`config.mk`:
```
export PLATFORM = sky130hd
export DESIGN_NAME = wdog_stages
export DESIGN_NICKNAME = d
export VERILOG_FILES = /design/src/rtl/wdog_stages.sv
export SDC_FILE = /design/constraint.sdc
export NUM_CORES = 1
export LEC_CHECK = 0
export ABC_AREA = 1
export ABC_CLOCK_PERIOD_IN_PS = 6200
export BUFFER_PORTS_ARGS = -buffer_cell sky130_fd_sc_hd__buf_2
export CAP_MARGIN = 40
export CORE_UTILIZATION = 55
export CTS_BUF_LIST = sky130_fd_sc_hd__clkbuf_4
export DETAILED_ROUTE_END_ITERATION = 10
export GPL_TIMING_DRIVEN = 0
export MAX_ROUTING_LAYER = met4
export PLACE_DENSITY = 0.74
export SETUP_SLACK_MARGIN = 0.5
export SLEW_MARGIN = 40
export SYNTH_ARGS = -nofsm -noshare
export SYNTH_HDL_FRONTEND = slang
export SYNTH_SLANG_ARGS = --single-unit
export TNS_END_PERCENT = 1
```
`constraint.sdc`:
```
create_clock -name clk -period 6.2 [get_ports clk]
set_clock_uncertainty 0.1 [all_clocks]
set_input_delay 0.62 -clock clk [delete_from_list [all_inputs] [get_ports clk]]
set_output_delay 0.62 -clock clk [all_outputs]
set_load 0.1 [all_outputs]
```
`src/rtl/wdog_stages.sv`:
```
module wdog_stages #(
  parameter int PRE_W  = 16,
  parameter int HOLD_W = 32,
  parameter int CLK_NS = 8,
  parameter logic [31:0] KEY = 32'h50D83AA1
) (
  input  logic        clk,
  input  logic        rst_n,
  input  logic        wr_en,
  input  logic [3:0]  addr,
  input  logic [31:0] wdata,
  output logic [31:0] rdata,
  output logic        irq,
  output logic        cpu_rst,
  output logic        sys_rst,
  output logic        boot_mode
);
  localparam int MAXC = (3200 + CLK_NS - 1) / CLK_NS;
  localparam int PW   = $clog2(MAXC + 1);
  localparam logic [3:0] A_CTRL = 4'd0, A_PRESC = 4'd1, A_FEED = 4'd6,
                         A_KEY = 4'd7, A_IEN = 4'd8, A_ISTAT = 4'd9;

  function automatic logic [PW-1:0] pulse_len(input logic [2:0] code);
    int ns;
    case (code)
      3'd5:    ns = 800;
      3'd6:    ns = 1600;
      3'd7:    ns = 3200;
      default: ns = 100 * (int'(code) + 1);
    endcase
    return PW'((ns + CLK_NS - 1) / CLK_NS);
  endfunction

  logic [31:0]       key_q;
  logic              en_q, upd_q, ien_q, ist_q;
  logic              boot_sh, boot_a;
  logic [7:0]        act_sh, act_a;
  logic [2:0]        cl_sh, cl_a, sl_sh, sl_a;
  logic [PRE_W-1:0]  presc_sh, presc_a, pcnt;
  logic [HOLD_W-1:0] hold_sh [4];
  logic [HOLD_W-1:0] hold_a  [4];
  logic [HOLD_W-1:0] cnt;
  logic [1:0]        stage, cur_act;
  logic [PW-1:0]     cpu_cnt, sys_cnt;

  logic unlocked, wr_ok, feed, tick, expire, fire_int, fire_cpu, fire_sys, clr_int;
  logic [PRE_W:0]  pcnt_nx;
  logic [HOLD_W:0] cnt_nx;

  assign unlocked = (key_q == KEY);
  assign wr_ok    = wr_en && unlocked;
  assign feed     = wr_ok && addr == A_FEED && wdata[0];
  assign clr_int  = wr_en && addr == A_ISTAT && wdata[0];
  assign pcnt_nx  = {1'b0, pcnt} + {{PRE_W{1'b0}}, 1'b1};
  assign cnt_nx   = {1'b0, cnt} + {{HOLD_W{1'b0}}, 1'b1};
  assign tick     = en_q && !feed && (pcnt_nx >= {1'b0, presc_a});
  assign expire   = tick && (cnt_nx >= {1'b0, hold_a[stage]});
  assign cur_act  = act_a[2*stage +: 2];
  assign fire_int = expire && cur_act == 2'd1;
  assign fire_cpu = expire && cur_act == 2'd2;
  assign fire_sys = expire && cur_act == 2'd3;

  assign irq       = ist_q && ien_q;
  assign cpu_rst   = (cpu_cnt != '0);
  assign sys_rst   = (sys_cnt != '0);
  assign boot_mode = boot_a;

  always_ff @(posedge clk or negedge rst_n) begin
    if (!rst_n) begin
      key_q <= '0; en_q <= 1'b0; upd_q <= 1'b0; ien_q <= 1'b0; ist_q <= 1'b0;
      boot_sh <= 1'b0; boot_a <= 1'b0; act_sh <= '0; act_a <= '0;
      cl_sh <= '0; cl_a <= '0; sl_sh <= '0; sl_a <= '0;
      presc_sh <= '0; presc_a <= '0; pcnt <= '0; cnt <= '0; stage <= '0;
      cpu_cnt <= '0; sys_cnt <= '0;
      for (int i = 0; i < 4; i++) begin
        hold_sh[i] <= '0;
        hold_a[i]  <= '0;
      end
    end else begin
      upd_q <= 1'b0;
      if (upd_q) begin
        boot_a <= boot_sh; act_a <= act_sh; cl_a <= cl_sh; sl_a <= sl_sh;
        presc_a <= presc_sh;
        for (int i = 0; i < 4; i++) hold_a[i] <= hold_sh[i];
      end
      if (wr_en && addr == A_KEY) key_q <= wdata;
      if (wr_en && addr == A_IEN) ien_q <= wdata[0];
      if (wr_ok && addr == A_CTRL) begin
        en_q <= wdata[0]; boot_sh <= wdata[1]; upd_q <= wdata[2];
        act_sh <= wdata[10:3]; cl_sh <= wdata[13:11]; sl_sh <= wdata[16:14];
      end
      if (wr_ok && addr == A_PRESC) presc_sh <= wdata[PRE_W-1:0];
      for (int i = 0; i < 4; i++)
        if (wr_ok && addr == 4'(2 + i)) hold_sh[i] <= wdata[HOLD_W-1:0];

      if (!en_q || feed) begin
        pcnt <= '0; cnt <= '0; stage <= '0;
      end else if (tick) begin
        pcnt <= '0;
        if (expire) begin
          cnt <= '0;
          stage <= stage + 2'd1;
        end else begin
          cnt <= cnt_nx[HOLD_W-1:0];
        end
      end else begin
        pcnt <= pcnt_nx[PRE_W-1:0];
      end

      if (fire_int) ist_q <= 1'b1;
      else if (clr_int) ist_q <= 1'b0;
      if (fire_cpu) cpu_cnt <= pulse_len(cl_a);
      else if (cpu_rst) cpu_cnt <= cpu_cnt - 1'b1;
      if (fire_sys) sys_cnt <= pulse_len(sl_a);
      else if (sys_rst) sys_cnt <= sys_cnt - 1'b1;
    end
  end

  always_comb begin
    rdata = '0;
    case (addr)
      A_CTRL:  rdata = {15'd0, sl_sh, cl_sh, act_sh, upd_q, boot_sh, en_q};
      A_PRESC: rdata = 32'(presc_sh);
      4'd2:    rdata = 32'(hold_sh[0]);
      4'd3:    rdata = 32'(hold_sh[1]);
      4'd4:    rdata = 32'(hold_sh[2]);
      4'd5:    rdata = 32'(hold_sh[3]);
      A_KEY:   rdata = {31'd0, unlocked};
      A_IEN:   rdata = {31'd0, ien_q};
      A_ISTAT: rdata = {31'd0, ist_q};
      default: rdata = '0;
    endcase
  end


  upd_pulse_chk: assert property (@(posedge clk) disable iff (!rst_n) upd_q |=> !upd_q);

  halt_chk: assert property (@(posedge clk) disable iff (!rst_n)
    !en_q |=> (stage == 2'd0 && cnt == '0 && pcnt == '0));

  stage_hold_chk: assert property (@(posedge clk) disable iff (!rst_n)
    (en_q && !feed && !expire) |=> $stable(stage));

  stage_step_chk: assert property (@(posedge clk) disable iff (!rst_n)
    expire |=> stage == $past(stage) + 2'd1);

  lock_chk: assert property (@(posedge clk) disable iff (!rst_n)
    (wr_en && !unlocked && addr == A_CTRL) |=> ($stable(act_sh) && $stable(cl_sh)));

  cpu_src_chk: assert property (@(posedge clk) disable iff (!rst_n)
    $rose(cpu_rst) |-> $past(fire_cpu));

  int_clr_chk: assert property (@(posedge clk) disable iff (!rst_n)
    (clr_int && !fire_int) |=> !ist_q);
endmodule

```
* Yosys cells after proc, flatten, opt, wreduce, memory -nomap -nowiden *
Cells that the tools add are included.

storage, ports and cells
  register bits = 422
  output and inout port bits = 36
  logic and storage cells = 126

operators by class
  add/sub/neg operators = 13
  $mul = 2
  order comparisons = 3
  eq/ne operators = 19
  shifts and indexed selects = 1
  muxes and demuxes = 23
  bitwise gates (word level) = 3
  reduce and logical (&&, ||, !) cells = 34

operators by type and width
  operator                                               number
  case mux 32 bit (9 select lines)                       1
  2-to-1 mux 32 bit                                      7
  case mux 12 bit (3 select lines)                       2
  adder 32 x 5 -> 32 bit, second input constant          2
  binary-select mux 32 bit (select 2 bit)                1
  subtractor 32 x 2 -> 32 bit, second input constant     2
  2-to-1 mux 9 bit                                       4
  adder 32 x 1 -> 33 bit, second input constant          1
  >= comparator 33 x 32 -> 1 bit                         1
  equality test 32 x 31 -> 1 bit, second input constant  1
  2-to-1 mux 16 bit                                      2
  logical AND 1 bit                                      20
  adder 9 x 1 -> 9 bit                                   2
  equality test 3 bit, second input constant             6
  multiplier 5 x 4 -> 9 bit, first input constant        2
  nonzero test 9 bit                                     2
  subtractor 9 x 1 -> 9 bit, second input constant       2
  adder 16 x 1 -> 17 bit, second input constant          1
  >= comparator 17 x 16 -> 1 bit                         1
  equality test 4 x 3 -> 1 bit, second input constant    4
  nonzero test 2 bit                                     5
  adder 3 x 1 -> 4 bit, second input constant            2
  equality test 4 x 2 -> 1 bit, second input constant    2
  equality test 4 bit, second input constant             2
  other kinds (15)                                       23

* Logic depth before layout (Yosys ltp) *
Gate-level depths: netlist of the first run.

  word-level depth = 16
  depth in mapped cells = 25
  depth with buffers taken out = 24

* Worst setup path after synthesis of the first run *
Ideal clock, no wire load.

  path kind = flip-flop to flip-flop
  start = register cnt[0]
  end = register cpu_cnt[1]
  library setup time = 117 ps
  arrival = 3,096 ps
  required time = 5,983 ps
  path slack = 2,887 ps
  cell stages (with the launch flop) = 23
  buffers on the path = 1
  clock period less this slack = 3,313 ps
  cell sequence = dfrtp_1 > ha_1 > nand2_1 > nor2_2 > nand2_2 > nor2_1 > nand2_1 > nor2_1 > nand3_1 > o21ai_0 > nand2_1 > ha_1 > nand2_1 > nor2_1 > nand4_1 > nor2_1 > and2_1 > nand2_1 > a21oi_4 > buf_2 > nand4_1 > nand2_1 > nand2_1

on the way
  word-level cells in the longest chain between the ends = 5
  elaborated cells on any way between the ends = 6
  classes of those cells = 1 x add/sub; 1 x order compare; 1 x mux; 3 x reduce/logical

ends and longest elaborated chain
  item                                                    line  RTL
  start: declaration                                      42    logic [HOLD_W-1:0] cnt;
  start signal: assignment                                104   cnt <= cnt_nx[HOLD_W-1:0];
  adder 32 x 1 -> 33 bit *                                55    assign cnt_nx = {1'b0, cnt} + {{HOLD_W{1'b0}}, 1'b1};
  >= comparator 33 x 32 -> 1 bit *                        57    assign expire = tick && (cnt_nx >= {1'b0, hold_a[stage]});
  logical AND 1 bit *                                     57
  logical AND 1 bit *                                     60    assign fire_cpu = expire && cur_act == 2'd2;
  2-to-1 mux 9 bit or nonzero test 2 bit (tied branches)  n/a
  end signal: assignment                                  112   if (fire_cpu) cpu_cnt <= pulse_len(cl_a);
  end signal: assignment                                  113   else if (cpu_rst) cpu_cnt <= cpu_cnt - 1'b1;
  end: declaration                                        44    logic [PW-1:0] cpu_cnt, sys_cnt;

Every way passes the cells marked *; elsewhere a longest branch is shown, timed or not.
A chain may end at the register's enable or synchronous reset.

* Worst setup path in the final report of the first run *
  start = register upd_q
  end = output rdata[2]

on the way
  word-level cells in the longest chain between the ends = 1

ends and longest elaborated chain
  item                              line  RTL
  start: declaration                35    logic en_q, upd_q, ien_q, ist_q;
  start signal: assignment          89    en_q <= wdata[0]; boot_sh <= wdata[1]; upd_q <= wdata[2];
  case mux 32 bit (9 select lines)  121   case (addr)
  end: declaration                  12    output logic [31:0] rdata,

Every way passes these cells.

==> impl_summary.log, run 1 <==
[metrics] class of the worst hold path: input pin to flop
[metrics] H-tree depth: 3
[metrics] area growth from synthesis to final layout: 12.9%
[metrics] area of the placeable core: 0.0370 mm2
[metrics] Placer Congestion: 0.991
[metrics] Mapped Cells: 2447
[metrics] number of port buffers: 74
[metrics] RSZ-0062 raised after global routing: false
[metrics] worst slack after detailed placement: 1.64 ns
[metrics] total power per unit cell area: 234 mW/mm2
[metrics] Avg Inst Size Synth: 8.52 um2
[metrics] portion of the post-synthesis area used by sequential elements: 50.6%
[metrics] Total Routing Usage GR: 35.8%
[metrics] CP Max Fanout: 10
[metrics] number of global-route vias before repair: 18500
[metrics] launching point of the worst reg2reg path: stage[0]
[metrics] max-slew violations: 0
[metrics] Crit Path Class: flop to output port
[metrics] met3 demand-to-capacity share in global routing: 7.75%
[metrics] count of maximum capacitance violations: 0
[metrics] status: finished, final reports clean
[metrics] post-detailed-route via-to-cell ratio: 5.77
[metrics] Net count, final: 2766
[metrics] number of hold violations in the final report: 0
[metrics] CTS tree: yes
[metrics] arrival time of the worst setup path: 4.16 ns
[metrics] die area: 0.0387 mm2
[metrics] global-route wire length before repair: 102000 um
[metrics] drt drc: 0
[metrics] GR Layer Usage met1: 45.6%
[metrics] start point of the worst min-delay path: wdata[11]
[metrics] Slew @ Worst Pin: 0.899 ns
[metrics] post-CTS setup buffers: 0
[metrics] Cells on Worst Hold Path: 3
[metrics] leading register cell type out of synthesis: dfrtp_1
[metrics] row count: 70
[metrics] met2 Use GR: 54.5%
[metrics] non-filler cells, final: 3232
[metrics] register-to-register setup slack: 1.38 ns
[metrics] setup violation total in the final timing report: 0
[metrics] busiest layer in global routing: met2
[metrics] Post-Syn Nets: 2562
[metrics] die width: 197 um
[metrics] post-synthesis async set-or-reset flop share: 100%
[metrics] total CTS buffers: 110
[metrics] clock insertion delay at the later pin of the skew report: 0.87 ns
[metrics] overflow left after global routing: 0
[metrics] CP startpoint: upd_q
[metrics] sum of internal, switching and leakage power: 5.52 mW
[metrics] maximum number of pins on one net before global-route repair: 78
[metrics] wire length per cell: 20.2 um
[metrics] Slew Limit Headroom: 40.1%
[metrics] Unique masters post-synth: 44
[metrics] Yosys warnings: 0
[metrics] CTS clk-pin slew, worst paths: 0.06 ns
[metrics] number of I/O pins: 75
[metrics] share of cells above drive strength 1: 13.2%
[metrics] total via count in the routed design: 18600
[metrics] Max Root-Sink Buffers: 3
[metrics] antenna violations before repair: 5
[metrics] die height: 197 um
[metrics] element type at the critical path start: flop
[metrics] number of placed instances with taps included: 3031
[metrics] worst path required time: 5.48 ns
[metrics] total wirelength of the detailed-routed design: 65300 um
[metrics] number of storage elements in the synthesis netlist: 422
[metrics] worst supply voltage drop on vdd: 225 uV
[metrics] summed instance area of the synthesized netlist: 0.0209 mm2
[metrics] estimated wirelength of the detail-placed design: 47000 um
[metrics] violation count after the first detailed-route iteration: 1912
[metrics] CP Capture Point: rdata[2]
[metrics] endpoint of the most critical register-to-register path: sys_cnt[5]
[metrics] TritonCTS Sinks: 422
[metrics] leakage power summed over all cells: 11.6 nW
[metrics] root buffer cell: clkbuf_4
[metrics] Period minus WS final: 4.88 ns
[metrics] number of iterations in the first detailed-routing pass: 8
[metrics] fraction of the core area covered by cells at the end of the flow: 63.7%
[metrics] cells resized by post-CTS repair: 0
[metrics] number of cells traversed by the worst register-to-register path: 19
[metrics] number of hold buffers added after CTS: 12
[metrics] post-route ant nets: 0
[metrics] ratio of final minimum period to clock period: 78.8%
[metrics] Final WS setup: 1.32 ns
[metrics] capturing element type of the critical path: output port
[metrics] Post-synth EDFFs: 0
[metrics] # fillers: 3281
[metrics] maximum operating frequency: 205 MHz
[metrics] starting density of the core: 56.4%
layout make-up:
type	count	area (um2)	area share, %
multi-input combinational	1668	8920	37.9
buffer	118	488	2.07
clock inverter	22	165	0.701
clock buffer	161	1210	5.13
inverter	239	897	3.81
antenna	6	15.0	0.0638
tap	504	631	2.68
timing repair buffer	92	666	2.83
sequential	422	10600	44.8
sequential cells by signal, indices dropped and copies added (netlist names), 9 cells and up:
signal / count
hold_a: 128
hold_sh: 128
cnt: 32
key_q: 32
pcnt: 16
presc_a: 16
presc_sh: 16
cpu_cnt: 9
sys_cnt: 9
kinds of logic (layout without fill, tap and decap cells):
logic type      Yosys count  in the layout  synth area share (%)
simple gates            970            970                  19.2
compound gates          492            492                  12.6
flops                   422            422                  50.6
buf+inv                 357            632                  6.63
fa+ha+maj                76             76                  4.56
mux                      75             75                  4.05
xor+xnor                 55             55                  2.31
other cells               0              6                     0
placed cells by master, fill, tap and decap left out, types with 12 or more instances in the layout:
cell type,netlist,final
a21oi_1,81,81
a221oi_1,17,17
a22o_1,16,16
buf_2,9,82
clkbuf_1,97,95
clkbuf_4,0,161
clkinv_1,3,18
dfrtp_1,422,422
dlygate4sd3_1,0,12
ha_1,76,76
inv_1,234,234
mux2_2,75,75
nand2_1,678,678
nand3_1,63,63
nand4_1,73,73
nor2_1,115,115
nor3_1,15,15
o21ai_0,362,362
xnor2_1,23,23
xor2_1,32,32
synthesized netlist by cell type, types with 3 or more instances:
library cell    n  area share [%]
nand2_1       678              12
a21o_1          3            0.11
o21bai_1        3            0.11
ha_1           76             4.6
o21ai_0       362             8.7
nand4_1        73             2.2
xor2_1         32             1.3
inv_1         234             4.2
nor3_1         15            0.36
clkinv_1        3           0.054
or2_2           3           0.090
nor2_1        115             2.1
a22o_1         16            0.67
o22ai_1         3           0.090
nand3b_1        4            0.14
buf_1           5           0.090
clkbuf_1       97             1.7
mux2_2         75             4.0
buf_4           4            0.14
dfrtp_1       422              51
buf_2           9            0.22
nand3_1        63             1.5
nor2_2          6            0.18
a221oi_1       17            0.71
xnor2_1        23            0.97
a21oi_1        81             1.9
critical path, stage by stage (launching register included):
cell and delay [ns]:
dfrtp_1 0.32, clkbuf_1 0.44, clkbuf_1 0.62, clkbuf_1 0.54, clkbuf_1 0.63, nand2_1 0.11
nand3_1 0.18, buf_2 0.45
report_power, final:
| part | internal (mW) | total (mW) | switching (mW) |
|---|---|---|---|
| clock | 1.26 | 2.42 | 1.16 |
| sequential | 2.82 | 2.86 | 0.0448 |
| combinational | 0.0712 | 0.234 | 0.163 |
| total | 4.15 | 5.52 | 1.37 |
metal layers:
layer  part of all wire [%]  wire length (um)
met1                     40             26200
met2                     46             29900
met3                    9.7              6360
met4                    4.5              2960
met5                      0                 0
per-stage QoR:
stage | TNS [ns] | hold slack, ns | cell area (um2)
detailed placement | 0 | 0.375 | 22000
finish | 0 | 0.0562 | 23500
global route | 0 | 0.0197 | 23500
floorplan | 0 | 0.224 | 20900
CTS | 0 | 0.00678 | 23500
global placement | -1588.95 | 0.362 | 21900
worst min path at each step:
| stage | slack, ns | end |
|---|---|---|
| 5_1_grt | 0.02 | hold_sh[58] |
| 4_1_cts | 0.007 | hold_sh[123] |
| 3_3_place_gp | 0.36 | key_q[29] |
| 2_1_floorplan | 0.22 | act_a[0] |
| 3_5_place_dp | 0.38 | key_q[29] |
| 6_report | 0.06 | hold_sh[107] |
No activity file was read; power rests on OpenSTA's default activity.
==> run 2, diff against run 1 <==
--- a/config.mk
+++ b/config.mk
@@ -6,7 +6,7 @@
 export NUM_CORES = 1
 export LEC_CHECK = 0
 export ABC_AREA = 1
-export ABC_CLOCK_PERIOD_IN_PS = 6200
+export ABC_CLOCK_PERIOD_IN_PS = 4250
 export BUFFER_PORTS_ARGS = -buffer_cell sky130_fd_sc_hd__buf_2
 export CAP_MARGIN = 40
 export CORE_UTILIZATION = 55
@@ -14,7 +14,7 @@
 export DETAILED_ROUTE_END_ITERATION = 10
 export GPL_TIMING_DRIVEN = 0
 export MAX_ROUTING_LAYER = met4
-export PLACE_DENSITY = 0.74
+export PLACE_DENSITY = 0.77
 export SETUP_SLACK_MARGIN = 0.5
 export SLEW_MARGIN = 40
 export SYNTH_ARGS = -nofsm -noshare
==> constraint.sdc (replaced) <==
create_clock -name clk -period 4.25 [get_ports clk]
set_clock_uncertainty 0.1 [all_clocks]
set_input_delay 0.425 -clock clk [delete_from_list [all_inputs] [get_ports clk]]
set_output_delay 0.425 -clock clk [all_outputs]
set_load 0.1 [all_outputs]
==> impl_summary.log, run 2 (same netlist as run 1, synthesis figures left out) <==
[metrics] number of placed instances with taps included: 3032
[metrics] met2 Use GR: 52.2%
[metrics] die width: 197 um
[metrics] root buffer cell: clkbuf_4
[metrics] Cells on Worst Hold Path: 6
[metrics] proportion of total power due to net switching: 25.3%
[metrics] status: finished, final reports clean
[metrics] combinational share of power: 4.7%
[metrics] max-slew violations: 0
[metrics] row count: 70
[metrics] class of the worst hold path: input pin to flop
[metrics] register-to-register setup slack: 0.58 ns
[metrics] non-filler cells, final: 3279
[metrics] Max Root-Sink Buffers: 3
[metrics] number of port buffers: 74
[metrics] count of maximum capacitance violations: 0
[metrics] starting density of the core: 56.4%
[metrics] # fillers: 3041
[metrics] leakage power summed over all cells: 11.9 nW
[metrics] drt drc: 0
[metrics] clock insertion delay at the later pin of the skew report: 0.87 ns
[metrics] H-tree depth: 3
[metrics] clock network fraction of total power: 42.2%
[metrics] Slew Limit Headroom: 43.0%
[metrics] number of hold violations in the final report: 0
[metrics] setup violation total in the final timing report: 0
[metrics] Net Switching: 1.99 mW
[metrics] wire length per cell: 20.0 um
[metrics] number of I/O pins: 75
[metrics] CP Max Fanout: 10
[metrics] met3 demand-to-capacity share in global routing: 9.00%
[metrics] sum of internal, switching and leakage power: 7.86 mW
[metrics] Net count, final: 2812
[metrics] GR Layer Usage met1: 45.1%
[metrics] sequential power share: 53.1%
[metrics] most common cell after layout, fill and taps aside: nand2_1
[metrics] element type at the critical path start: flop
[metrics] worst path required time: 3.72 ns
[metrics] final design instance area without fill: 0.0242 mm2
[metrics] total CTS buffers: 109
[metrics] CP Cell Sequence: clkbuf_2 -> clkbuf_2 -> clkbuf_2 -> buf_2 -> nand2_1 -> nand3_1 -> buf_4
[metrics] area of the placeable core: 0.0370 mm2
[metrics] standard cell with the maximum stage delay on the critical path: buf_2
[metrics] start point of the worst min-delay path: addr[1]
[metrics] worst supply voltage drop on vdd: 254 uV
[metrics] delay contributed by the slowest stage of the critical path: 0.38 ns
[metrics] Internal: 5.87 mW
[metrics] total via count in the routed design: 19200
[metrics] die area: 0.0387 mm2
[metrics] area growth from synthesis to final layout: 16.0%
[metrics] worst slack on hold paths: 0.301 ns
[metrics] total wirelength of the detailed-routed design: 65600 um
[metrics] Slew @ Worst Pin: 0.854 ns
[metrics] number of iterations in the first detailed-routing pass: 7
[metrics] Total Routing Usage GR: 35.5%
[metrics] post-route ant nets: 0
[metrics] maximum number of pins on one net before global-route repair: 81
[metrics] number of cells traversed by the worst register-to-register path: 23
[metrics] arrival time of the worst setup path: 3.24 ns
[metrics] number of global-route vias before repair: 18800
[metrics] total power per unit cell area: 325 mW/mm2
[metrics] busiest layer in global routing: met2
[metrics] Worst Hold Path EP: key_q[2]
[metrics] overflow left after global routing: 0
[metrics] global-route wire length before repair: 101000 um
[metrics] CTS tree: yes
[metrics] post-detailed-route via-to-cell ratio: 5.86
[metrics] capturing element type of the critical path: output port
[metrics] Placer Congestion: 0.988
[metrics] share of cells above drive strength 1: 15.4%
[metrics] launching point of the worst reg2reg path: cnt[1]
[metrics] RSZ-0062 raised after global routing: true
[metrics] antenna violations before repair: 2
[metrics] library cell appearing most often on the critical path: clkbuf_2
[metrics] Period minus WS final: 3.76 ns
[metrics] top flop regs: hold_a x128, hold_sh x128
[metrics] ratio of final minimum period to clock period: 88.5%
[metrics] maximum operating frequency: 266 MHz
[metrics] commonest cells after routing, fill and taps aside: 672 x nand2_1, 419 x dfrtp_1, 359 x o21ai_0
[metrics] estimated wirelength of the detail-placed design: 45900 um
[metrics] TritonCTS Sinks: 422
[metrics] violation count after the first detailed-route iteration: 2193
[metrics] Crit Path Class: flop to output port
[metrics] CTS clk-pin slew, worst paths: 0.07 ns
[metrics] die height: 197 um
[metrics] endpoint of the most critical register-to-register path: cpu_cnt[7]
[metrics] placement-stage cell area: 0.0220 mm2
-- run 2: changes by cell type in the layout (fill, tap and decap cells not counted), moves of 4 or more --
cell	previous run	this run
buf_6	2	8
nand3_1	63	59
nor2_2	6	11
clkbuf_2	3	15
nand2_2	2	6
buf_4	4	19
nor2_4	0	8
nand2_1	678	672
dlygate4sd3_1	12	37
clkinv_1	18	30
nand3_4	0	4
clkbuf_1	95	76
nor2_1	115	102
ha_1	76	72
-- run 2: area by class of cell --
type | instances | area, um2 | area share [%]
antenna | 4 | 10.0 | 0.0414
buffer | 118 | 564 | 2.33
clock buffer | 153 | 1150 | 4.75
clock inverter | 32 | 135 | 0.559
inverter | 239 | 902 | 3.73
multi-input combinational | 1668 | 9150 | 37.8
sequential | 422 | 10600 | 43.7
tap | 504 | 631 | 2.61
timing repair buffer | 139 | 1090 | 4.49
-- run 2: power by group through the flow --
stage,Clock (mW),Sequential [mW],Combinational (mW)
6_report,3.32,4.17,0.367
5_1_grt,3.55,4.18,0.413
4_1_cts,3.35,4.17,0.363
3_5_place_dp,0,4.24,0.336
3_3_place_gp,0,4.24,0.302
2_1_floorplan,0,4.22,0.152
-- run 2: routing by layer --
metal / part of all wire, % / vias up / routed length (um)
met5: 0 / - / 0
met4: 5.5 / 0 / 3610
met3: 11 / 275 / 7380
met2: 44 / 1137 / 29200
met1: 39 / 9196 / 25400
li1: - / 8600 / -
-- run 2: metrics by stage --
| step | worst slack, ns | setup TNS, ns | utilization (%) |
|---|---|---|---|
| 3_3_place_gp | -5.48 | -2296.29 | 59.1 |
| 2_1_floorplan | 0.937 | 0 | - |
| 6_report | 0.489 | 0 | 65.4 |
| 3_5_place_dp | -0.0619 | -1.46 | 59.7 |
| 5_1_grt | 0.408 | 0 | 65.4 |
| 4_1_cts | 0.377 | 0 | 64.3 |
-- run 2: worst max-delay path by stage --
stage / from / slack (ns) / end / depth (start not counted)
after floorplan: cnt[0] / 0.94 / cpu_cnt[1] / 22
after global placement: rst_n / -5.48 / key_q[23] / 1
after detailed placement: stage[0] / -0.06 / cpu_cnt[3] / 19
after CTS: pcnt[0] / 0.38 / pcnt[4] / 25
after global routing: cnt[1] / 0.41 / cnt[8] / 23
final: upd_q / 0.49 / rdata[2] / 7
-- run 2: critical path: cells and delay by family, from the launching register on --
family	cells	cell delay (ns)
simple gates	2	0.30
buf+inv	5	1.71
flops	1	0.32
-- run 2: what timing repair did --
action,in CTS,in global routing
gates resized for setup,21,88
endpoints found under the setup margin,70,70
endpoints found under the hold margin,275,0
cloned,0,2
hold buffers,38,0
buffers inserted,3,14
pin swaps,2,18
